[config.mk]
export PLATFORM = sky130hd
export DESIGN_NAME = rss_prog_port
export DESIGN_NICKNAME = d
export VERILOG_FILES = /design/src/rtl/rss_prog_pkg.sv /design/src/rtl/rss_cmd_seq.sv /design/src/rtl/rss_key_store.sv /design/src/rtl/rss_tbl_store.sv /design/src/rtl/rss_prog_port.sv
export SDC_FILE = /design/constraint.sdc
export NUM_CORES = 2
export LEC_CHECK = 0
export ABC_AREA = 0
export CAP_MARGIN = 20
export CORE_UTILIZATION = 60
export DETAILED_ROUTE_END_ITERATION = 8
export DONT_BUFFER_PORTS = 1
export PLACE_DENSITY = 0.77
export SKIP_LAST_GASP = 1
export SYNTH_ARGS = -nofsm -noshare
export SYNTH_HDL_FRONTEND = slang
export SYNTH_HIERARCHICAL = 1
export SYNTH_SLANG_ARGS = --single-unit
[constraint.sdc]
create_clock -name clk_i -period 4.4 [get_ports clk_i]
set_clock_uncertainty 0.05 [all_clocks]
set_input_delay 0.66 -clock clk_i [delete_from_list [all_inputs] [get_ports clk_i]]
set_output_delay 0.66 -clock clk_i [all_outputs]
set_load 0.02 [all_outputs]
[src/rtl/rss_prog_pkg.sv]
package rss_prog_pkg;
  localparam int unsigned WORD_W    = 32;
  localparam int unsigned IDX_FLD_W = 8;

  typedef enum logic [1:0] {
    REG_ENABLE = 2'd0,
    REG_CMD    = 2'd1,
    REG_DATA   = 2'd2,
    REG_NONE   = 2'd3
  } reg_sel_e;

  // command register bit positions
  localparam int unsigned CMD_BUSY_BIT = 0;
  localparam int unsigned CMD_OP_BIT   = 1;
  localparam int unsigned CMD_TGT_BIT  = 2;
  localparam int unsigned CMD_IDX_LSB  = 8;

  typedef struct packed {
    logic                 rd;   // 1 = read back into data register
    logic                 key;  // 1 = key, 0 = table
    logic [IDX_FLD_W-1:0] idx;
  } cmd_t;
endpackage

[src/rtl/rss_cmd_seq.sv]
module rss_cmd_seq
  import rss_prog_pkg::*;
#(
  parameter int unsigned UPD_CYCLES = 4
) (
  input  logic              clk_i,
  input  logic              rst_ni,
  input  logic              cmd_we_i,
  input  logic              start_i,
  input  cmd_t              cmd_i,
  input  logic              data_we_i,
  input  logic [WORD_W-1:0] data_i,
  input  logic [WORD_W-1:0] rd_word_i,
  output logic              busy_o,
  output logic              commit_o,
  output cmd_t              cmd_o,
  output logic [WORD_W-1:0] data_o
);
  localparam int unsigned CNT_W = (UPD_CYCLES > 1) ? $clog2(UPD_CYCLES) : 1;

  logic              busy_q;
  logic [CNT_W-1:0]  cnt_q;
  cmd_t              cmd_q;
  logic [WORD_W-1:0] data_q;

  assign commit_o = busy_q && (cnt_q == '0);
  assign busy_o   = busy_q;
  assign cmd_o    = cmd_q;
  assign data_o   = data_q;

  always_ff @(posedge clk_i or negedge rst_ni) begin
    if (!rst_ni) begin
      busy_q <= 1'b0;
      cnt_q  <= '0;
      cmd_q  <= '0;
      data_q <= '0;
    end else if (!busy_q) begin
      if (data_we_i) data_q <= data_i;
      if (cmd_we_i && start_i) begin
        busy_q <= 1'b1;
        cnt_q  <= CNT_W'(UPD_CYCLES - 1);
        cmd_q  <= cmd_i;
      end
    end else if (cnt_q == '0) begin
      busy_q <= 1'b0;
      if (cmd_q.rd) data_q <= rd_word_i;
    end else begin
      cnt_q <= cnt_q - 1'b1;
    end
  end

  AST_START_SETS_BUSY: assert property (@(posedge clk_i) disable iff (!rst_ni)
    (!busy_q && cmd_we_i && start_i) |=> busy_q);
  AST_BUSY_HOLDS: assert property (@(posedge clk_i) disable iff (!rst_ni)
    (busy_q && cnt_q != '0) |=> busy_q);
  AST_BUSY_ENDS: assert property (@(posedge clk_i) disable iff (!rst_ni)
    commit_o |=> !busy_q);
  AST_DATA_FROZEN: assert property (@(posedge clk_i) disable iff (!rst_ni)
    (busy_q && !commit_o) |=> $stable(data_q));
  AST_CMD_FROZEN: assert property (@(posedge clk_i) disable iff (!rst_ni)
    busy_q |=> $stable(cmd_q));
endmodule

[src/rtl/rss_key_store.sv]
module rss_key_store
  import rss_prog_pkg::*;
#(
  parameter int unsigned KEY_WORDS = 10
) (
  input  logic                        clk_i,
  input  logic                        rst_ni,
  input  logic                        we_i,
  input  logic [IDX_FLD_W-1:0]        idx_i,
  input  logic [WORD_W-1:0]           wdata_i,
  output logic [WORD_W-1:0]           rd_o,
  output logic [KEY_WORDS*WORD_W-1:0] key_o
);
  logic [KEY_WORDS-1:0][WORD_W-1:0] word_q;

  for (genvar w = 0; w < KEY_WORDS; w++) begin : g_word
    always_ff @(posedge clk_i or negedge rst_ni) begin
      if (!rst_ni)                                  word_q[w] <= '0;
      else if (we_i && idx_i == IDX_FLD_W'(w))      word_q[w] <= wdata_i;
    end
  end

  always_comb begin
    rd_o = '0;
    for (int w = 0; w < KEY_WORDS; w++)
      if (idx_i == IDX_FLD_W'(w)) rd_o = word_q[w];
  end

  assign key_o = word_q;

  AST_KEY_HOLD: assert property (@(posedge clk_i) disable iff (!rst_ni)
    !we_i |=> $stable(word_q));
  AST_KEY_OOR_HOLD: assert property (@(posedge clk_i) disable iff (!rst_ni)
    (idx_i >= IDX_FLD_W'(KEY_WORDS)) |=> $stable(word_q));
endmodule

[src/rtl/rss_tbl_store.sv]
module rss_tbl_store
  import rss_prog_pkg::*;
#(
  parameter int unsigned DEPTH  = 128,
  parameter int unsigned CHAN_W = 4,
  localparam int unsigned IDX_W = $clog2(DEPTH)
) (
  input  logic                 clk_i,
  input  logic                 rst_ni,
  input  logic                 we_i,
  input  logic [IDX_FLD_W-1:0] idx_i,
  input  logic [CHAN_W-1:0]    wdata_i,
  output logic [CHAN_W-1:0]    rd_o,
  input  logic [IDX_W-1:0]     eng_idx_i,
  output logic [CHAN_W-1:0]    eng_o
);
  logic [DEPTH-1:0][CHAN_W-1:0] ent_q;

  for (genvar e = 0; e < DEPTH; e++) begin : g_ent
    always_ff @(posedge clk_i or negedge rst_ni) begin
      if (!rst_ni)                              ent_q[e] <= '0;
      else if (we_i && idx_i == IDX_FLD_W'(e))  ent_q[e] <= wdata_i;
    end
  end

  always_comb begin
    rd_o = '0;
    for (int e = 0; e < DEPTH; e++)
      if (idx_i == IDX_FLD_W'(e)) rd_o = ent_q[e];
  end

  assign eng_o = ent_q[eng_idx_i];

  AST_TBL_HOLD: assert property (@(posedge clk_i) disable iff (!rst_ni)
    !we_i |=> $stable(ent_q));
endmodule

[src/rtl/rss_prog_port.sv]
module rss_prog_port
  import rss_prog_pkg::*;
#(
  parameter int unsigned KEY_WORDS  = 10,
  parameter int unsigned TBL_DEPTH  = 128,
  parameter int unsigned CHAN_W     = 4,
  parameter int unsigned UPD_CYCLES = 4,
  localparam int unsigned TBL_IDX_W = $clog2(TBL_DEPTH),
  localparam int unsigned KEY_W     = KEY_WORDS * WORD_W
) (
  input  logic                 clk_i,
  input  logic                 rst_ni,
  input  logic [1:0]           bus_addr_i,
  input  logic                 bus_we_i,
  input  logic [31:0]          bus_wdata_i,
  output logic [31:0]          bus_rdata_o,
  output logic                 rss_en_o,
  output logic                 ip2_en_o,
  output logic                 tcp4_en_o,
  output logic                 udp4_en_o,
  output logic [KEY_W-1:0]     key_o,
  input  logic [TBL_IDX_W-1:0] eng_idx_i,
  output logic [CHAN_W-1:0]    eng_chan_o
);
  reg_sel_e          sel;
  logic [3:0]        en_q;
  logic              busy, commit;
  cmd_t              cmd_new, cmd_cur;
  logic [WORD_W-1:0] data_cur, key_rd, rd_word;
  logic [CHAN_W-1:0] tbl_rd;
  logic              key_we, tbl_we;

  assign sel     = reg_sel_e'(bus_addr_i);
  assign cmd_new = '{rd:  bus_wdata_i[CMD_OP_BIT],
                     key: bus_wdata_i[CMD_TGT_BIT],
                     idx: bus_wdata_i[CMD_IDX_LSB +: IDX_FLD_W]};

  always_ff @(posedge clk_i or negedge rst_ni) begin
    if (!rst_ni)                           en_q <= '0;
    else if (bus_we_i && sel == REG_ENABLE) en_q <= bus_wdata_i[3:0];
  end

  assign {udp4_en_o, tcp4_en_o, ip2_en_o, rss_en_o} = en_q;

  rss_cmd_seq #(.UPD_CYCLES(UPD_CYCLES)) u_seq (
    .clk_i     (clk_i),
    .rst_ni    (rst_ni),
    .cmd_we_i  (bus_we_i && sel == REG_CMD),
    .start_i   (bus_wdata_i[CMD_BUSY_BIT]),
    .cmd_i     (cmd_new),
    .data_we_i (bus_we_i && sel == REG_DATA),
    .data_i    (bus_wdata_i),
    .rd_word_i (rd_word),
    .busy_o    (busy),
    .commit_o  (commit),
    .cmd_o     (cmd_cur),
    .data_o    (data_cur)
  );

  assign key_we  = commit && !cmd_cur.rd &&  cmd_cur.key;
  assign tbl_we  = commit && !cmd_cur.rd && !cmd_cur.key;
  assign rd_word = cmd_cur.key ? key_rd : WORD_W'(tbl_rd);

  rss_key_store #(.KEY_WORDS(KEY_WORDS)) u_key (
    .clk_i   (clk_i),
    .rst_ni  (rst_ni),
    .we_i    (key_we),
    .idx_i   (cmd_cur.idx),
    .wdata_i (data_cur),
    .rd_o    (key_rd),
    .key_o   (key_o)
  );

  rss_tbl_store #(.DEPTH(TBL_DEPTH), .CHAN_W(CHAN_W)) u_tbl (
    .clk_i     (clk_i),
    .rst_ni    (rst_ni),
    .we_i      (tbl_we),
    .idx_i     (cmd_cur.idx),
    .wdata_i   (data_cur[CHAN_W-1:0]),
    .rd_o      (tbl_rd),
    .eng_idx_i (eng_idx_i),
    .eng_o     (eng_chan_o)
  );

  always_comb begin
    unique case (sel)
      REG_ENABLE: bus_rdata_o = {28'b0, en_q};
      REG_CMD:    bus_rdata_o = {16'b0, cmd_cur.idx, 5'b0, cmd_cur.key, cmd_cur.rd, busy};
      REG_DATA:   bus_rdata_o = data_cur;
      default:    bus_rdata_o = '0;
    endcase
  end

  AST_EN_HOLD: assert property (@(posedge clk_i) disable iff (!rst_ni)
    !(bus_we_i && sel == REG_ENABLE) |=> $stable(en_q));
  AST_STORE_ONLY_BUSY: assert property (@(posedge clk_i) disable iff (!rst_ni)
    (!busy) |=> ($stable(key_o) && $stable(eng_chan_o) || $changed(eng_idx_i)));
endmodule

After elaboration in Yosys (flattened, before gate mapping)
Index checks and enable logic that the tools add are counted.
W data, S select, Z words.
- bits in registers: 881
- input port bits: 44
- output and inout port bits: 360
- add/subtract/negate cells: 1
- order comparisons: 1
- equal/unequal tests: 132
- multiplexer cells: 152
- bitwise gates (word level): 1
- reductions and logical operators: 156
- operators with widths (kind ; count):
    $mux W4 ; 129
    $eq A8 B7 Y1 const B ; 64
    $mux W32 ; 15
    $eq A8 B6 Y1 const B ; 32
    $logic_and A1 B1 Y1 ; 146
    $eq A8 B5 Y1 const B ; 16
    $pmux W32 S3 ; 1
    $eq A8 B4 Y1 const B ; 8
    $eq A8 B3 Y1 const B ; 4
    $bmux W4 S7 ; 1
    $eq A8 B2 Y1 const B ; 2
    $eq A8 B1 Y1 const B ; 1
    $logic_not A8 Y1 ; 1
    $lt A7 B8 Y1 const B ; 1
    $mux W2 ; 3
    $ne A2 B2 Y1 const B ; 3
    $logic_not A2 Y1 ; 2
    $reduce_and A2 Y1 ; 2
    $reduce_bool A2 Y1 ; 2
    $mux W1 ; 3
    $reduce_and A3 Y1 ; 1
    $eq A2 B1 Y1 const B ; 1
    $eq A2 B2 Y1 const B ; 1
    $logic_not A1 Y1 ; 2
    2 further kinds ; 2

Longest topological paths before layout
- word-level depth: 133
- mapped depth: 16
- mapped depth without buffers: 11

Modules after synthesis
The synthesis kept the hierarchy.
- modules (own cells, without submodules) (module ; times used ; cells an instance ; area an instance (µm²) ; seq. area each (µm²)):
    rss_tbl_store ; 1 ; 2571 ; 30387.9 ; 12812.3
    rss_key_store ; 1 ; 1189 ; 15133.3 ; 8007.7
    rss_cmd_seq ; 1 ; 181 ; 1926.8 ; 1126.1
    rss_prog_port ; 1 ; 92 ; 797.0 ; 100.1

Least setup slack after synthesis
No wires, ideal clock.
- path kind: input -> output
- from: input eng_idx_i[1]
- to: output eng_chan_o[2]
- data arrival time: 2.907 ns
- data required time: 3.690 ns
- path slack: 0.783 ns
- stages on the path: 6
- buffers on the path: 2
- cell sequence: clkbuf_1 > buf_1 > mux4_2 > mux4_2 > mux4_2 > mux2_2
- longest elaborated chain between the ends: 2
- RTL lines (item ; line ; text):
    start: declaration ; rss_prog_port.sv:22 ; input logic [TBL_IDX_W-1:0] eng_idx_i,
    $bmux W4 S7 ; rss_tbl_store.sv:32 ; assign eng_o = ent_q[eng_idx_i];
    $mux W4 (implied by the code) ; rss_tbl_store.sv:32 ;
    end: declaration ; rss_prog_port.sv:23 ; output logic [CHAN_W-1:0] eng_chan_o
No other way between the ends. The select of a mux whose other input is x is not followed.

Final worst setup path
- from: register u_seq.cmd_q (netlist bit u_seq/cmd_o[0])
- to: register u_seq.data_q[1] (netlist: u_seq/data_o[1])
- longest elaborated chain between the ends: 133
- RTL lines (item ; line ; text):
    start: declaration ; rss_cmd_seq.sv:23 ; cmd_t cmd_q;
    start signal: assignment ; rss_cmd_seq.sv:42 ; cmd_q <= cmd_i;
    $logic_not A8 Y1 ; rss_tbl_store.sv:29 ; if (idx_i == IDX_FLD_W'(e)) rd_o = ent_q[e];
    $mux W4 (127 in a row) ; rss_tbl_store.sv:29 ;
    $mux W4 (*) ; rss_tbl_store.sv:29 ;
    net tbl_rd[1] ; rss_prog_port.sv:30 ; logic [CHAN_W-1:0] tbl_rd;
    $mux W32 (*) ; rss_prog_port.sv:62 ; assign rd_word = cmd_cur.key ? key_rd : WORD_W'(tbl_rd);
    net rd_word[1] ; rss_prog_port.sv:29 ; logic [WORD_W-1:0] data_cur, key_rd, rd_word;
    $mux W32 (*) ; rss_cmd_seq.sv:46 ; if (cmd_q.rd) data_q <= rd_word_i;
    $mux W32 (*) ; rss_cmd_seq.sv:44 ; end else if (cnt_q == '0) begin
    $mux W32 (*) ; rss_cmd_seq.sv:37 ; end else if (!busy_q) begin
    end signal: assignment ; rss_cmd_seq.sv:38 ; if (data_we_i) data_q <= data_i;
    end signal: assignment ; rss_cmd_seq.sv:46 ;
    end: declaration ; rss_cmd_seq.sv:24 ; logic [WORD_W-1:0] data_q;
The timed path passes the listed nets; every way through them passes the cells marked *. The select of a mux whose other input is x is not followed.
A chain may end at the register's enable or synchronous reset.

==> results.tsv <==
stage	metric	value	unit
detailed_routing	drc	0	
worst_setup_path	slowest_delay	0.82	ns
outcome	status	complete, no violations	
final_layout	fillers	5815	
grt	grt_pass1_vias	38520	
clock_tree	post_cts_resized	0	
sta	tns	0	ns
logic_synthesis	synth.cell_area	0.04825	sq mm
worst_setup_path	setup.worst_path.class	flop to flop	
die	num_io_pins	404	
sta	setup_viol	0	
clock_tree	cts_max_path_buffers	3	
clock_tree	clock_latency	0.70	ns
logic_synthesis	yosysTopAreaCell	dfrtp_1	
grt	track_usage	0.4610	
clock_tree	cts.htree.levels	3	
clock_tree	cts_tree	done	
final_layout	area_growth	10.43	%
clock_tree	numCtsBuffers	91	
logic_synthesis	yosysMostFrequentCell	mux2_2	
power	ir_drop	443.4	uV
sta	final.period_utilization	0.9935	
worst_setup_path	cp_data_arrival_time	4.92	ns
logic_synthesis	yosysUniqueCellTypes	97	
die	initial_core_util	0.6087	
placement	portBuffers	0	
sta	period_minus_slack	4.372	ns
logic_synthesis	synth.area.top_cells	dfrtp_1 (46%), mux2_2 (21%), mux4_2 (8.1%), mux2i_1 (2.4%), nand2_1 (2.0%)	
worst_setup_path	cp_num_buf_inv	1	
logic_synthesis	synth.net_count	4078	
placement	place_hpwl	131800	um
logic_synthesis	synth-async-reset-ratio	1.000	
final_layout	final_cells	5075	
detailed_routing	wl	189800	um
logic_synthesis	syn_inst	4033	
clock_tree	cts_sinks	881	
power	p_per_area	518.1	mW/mm^2
clock_tree	clk_pin_slew	0.07	ns
placement	gp_congestion	1.064	
sta	slew_violations	0	
die	coreArea	0.07926	sq mm
logic_synthesis	synth_top_area_frac	0.4570	
logic_synthesis	synth_edf_count	0	
logic_synthesis	syn_area_per_cell	11.96	sq um
detailed_routing	drt-pass1-iter-count	9	
die	dieWidth	285.6	um
logic_synthesis	synth_seq_cells	881	
detailed_routing	post_drt_wl_per_cell	37.39	um
detailed_routing	drt-vias-per-instance	7.592	
detailed_routing	num_vias	38530	
placement	dp.cells	4899	
worst_setup_path	crit_fanout	39	
worst_setup_path	endpoint_kind	flop	
grt	grt_pass1_wl	274600	um
worst_setup_path	critPathTopFamily	compound AO/OA/AOI/OAI gates	
worst_setup_path	required	4.95	ns
power	total_power	27.60	mW
worst_setup_path	slowest_stage	o31ai_1	
grt	grt_overflow	0	
detailed_routing	antenna_left	0	
sta	rsz0062_at_grt	false	
sta	relSlewSlack	0.05285	
final_layout	nets	3993	
logic_synthesis	synth_commonest_cells	mux2_2 (886), dfrtp_1 (881), nand2_1 (263)	
grt	grt_max_degree	882	
sta	worst_pin_slew	1.421	ns
die	fp-row-count	103	
final_layout	drive_gt1_frac	0.3758	
die	die-area	0.08155	sq mm
sta	final-hold-violation-count	0	
clock_tree	cts-root-buf	clkbuf_16	
worst_setup_path	crit_top_cell	nand2_1	
die	die_h	285.6	um
grt	antenna_found_initial	7	
detailed_routing	drt_iter0_markers	5334	
logic_synthesis	ys_seq_area_frac	0.4570	
logic_synthesis	yosysWarnings	6	
min_path	hold_class	primary input to flop	
power	leakage	24.71	nW
worst_setup_path	cp-start-kind	flop	
logic_synthesis	synth_top_flop_cell	dfrtp_1	
job	maxCapViolations	0	
sta	timing.fmax	228.8	MHz
worst_setup_path	crit_chain	buf_4 > and4b_1 > nand2_1 > nand2_1 > nor2_1 > a2111oi_0 > o21ai_0 > a22o_1 > o31ai_1 > mux2_2 > o22ai_1 > a21oi_1	
final timing paths:
kind                                                  start                      endpoint  slack (ns)  cells past startpoint
max in group asynchronous                            rst_ni  u_key/key_o[248]$_DFFE_PN0P_        1.33                      3
worst min register to register  u_tbl/ent_q[44]$_DFFE_PN0P_   u_tbl/ent_q[44]$_DFFE_PN0P_        0.48                      1
min in group asynchronous                            rst_ni  u_tbl/ent_q[433]$_DFFE_PN0P_        0.14                      1
worst max-delay path             u_seq/cmd_o[0]$_DFFE_PN0P_   u_seq/data_o[1]$_DFFE_PN0P_        0.03                     12
worst max register to register   u_seq/cmd_o[0]$_DFFE_PN0P_   u_seq/data_o[1]$_DFFE_PN0P_        0.03                     12
worst min-delay path                        bus_wdata_i[14]    u_seq/cmd_o[6]$_DFFE_PN0P_        0.06                      1
final cells by class:
class	instances	area, sq um	area share
multi-input combinational	2737	24600	0.4617
tap	1050	1314	0.02466
clock inverter	34	558.0	0.01047
timing repair buffer	220	2007	0.03767
antenna	7	17.52	0.0003288
inverter	17	63.81	0.001198
clock buffer	129	2641	0.04958
sequential	881	22080	0.4144
sequential cells by signal, summed over array words and instances (netlist names):
name          cells
en_q              4
u_key/key_o     320
u_seq/busy_o      1
u_seq/cmd_o      10
u_seq/cnt_q       2
u_seq/data_o     32
u_tbl/ent_q     512
repair_timing:
| action | 4_1_cts | 5_1_grt |
|---|---|---|
| buffers inserted | 0 | 2 |
| endpoints found under the setup margin | 0 | 2 |
| hold endpoints to repair | 881 | 0 |
where the power goes:
part / leakage (nW) / switching [mW] / internal [mW]
Clock: 1.57 / 3.44 / 4.75
Sequential: 12.2 / 1.33 / 8.47
Combinational: 11.0 / 6.54 / 3.07
Total: 24.7 / 11.3 / 16.3
cells in the final DEF (no fill, tap or decap), types with 22 or more instances in the layout:
cell type / netlist / layout
and2_1: 51 / 51
a221oi_1: 37 / 37
a21oi_1: 156 / 156
clkbuf_16: 0 / 92
o21ai_0: 188 / 188
nor3_1: 40 / 40
buf_4: 24 / 194
o31ai_1: 27 / 27
mux4_2: 174 / 174
dfrtp_1: 881 / 873
nor2_1: 152 / 149
nor2b_1: 44 / 42
nand3_1: 56 / 52
o211ai_1: 27 / 27
o22ai_1: 95 / 95
a211oi_1: 25 / 25
buf_12: 1 / 22
nand2_1: 263 / 263
o221ai_1: 33 / 33
mux2i_1: 117 / 117
a22oi_1: 41 / 41
mux2_2: 886 / 886
per-layer routing:
metal / global-route usage / wire length [um] / share of wire / vias up
li1: - / - / - / 15050
met1: 0.5913 / 68140 / 0.36 / 19670
met2: 0.6935 / 84070 / 0.44 / 3018
met3: 0.1426 / 23800 / 0.13 / 787
met4: 0.2684 / 13750 / 0.072 / 2
met5: 0 / 13 / 0.000069 / -
stage by stage:
step	utilization	setup slack [ns]	area, sq um	hold slack, ns
2_1_floorplan	-	0.7831	48250	0.3144
3_3_place_gp	0.6295	0.1536	49890	0.3585
3_5_place_dp	0.6297	0.1418	49910	0.3409
4_1_cts	0.6701	0.1343	53110	-0.3745
5_1_grt	0.6721	0.02737	53270	0.04674
6_report	0.6722	0.02847	53280	0.05822
cells by family (layout without fill, tap and decap cells):
logic type                 after synthesis  count (layout)  share of synthesized area
AOI/OAI and AO/OA                      799             799                     0.1092
adders and majority gates                1               1                  0.0002593
buffers and inverters                  415             400                    0.03781
DFF                                    881             881                     0.4570
muxes                                 1187            1187                     0.3152
other                                    0               7                          0
and+or+nand+nor                        750             750                    0.08063
Note: power is estimated with default switching activity, not from simulation.
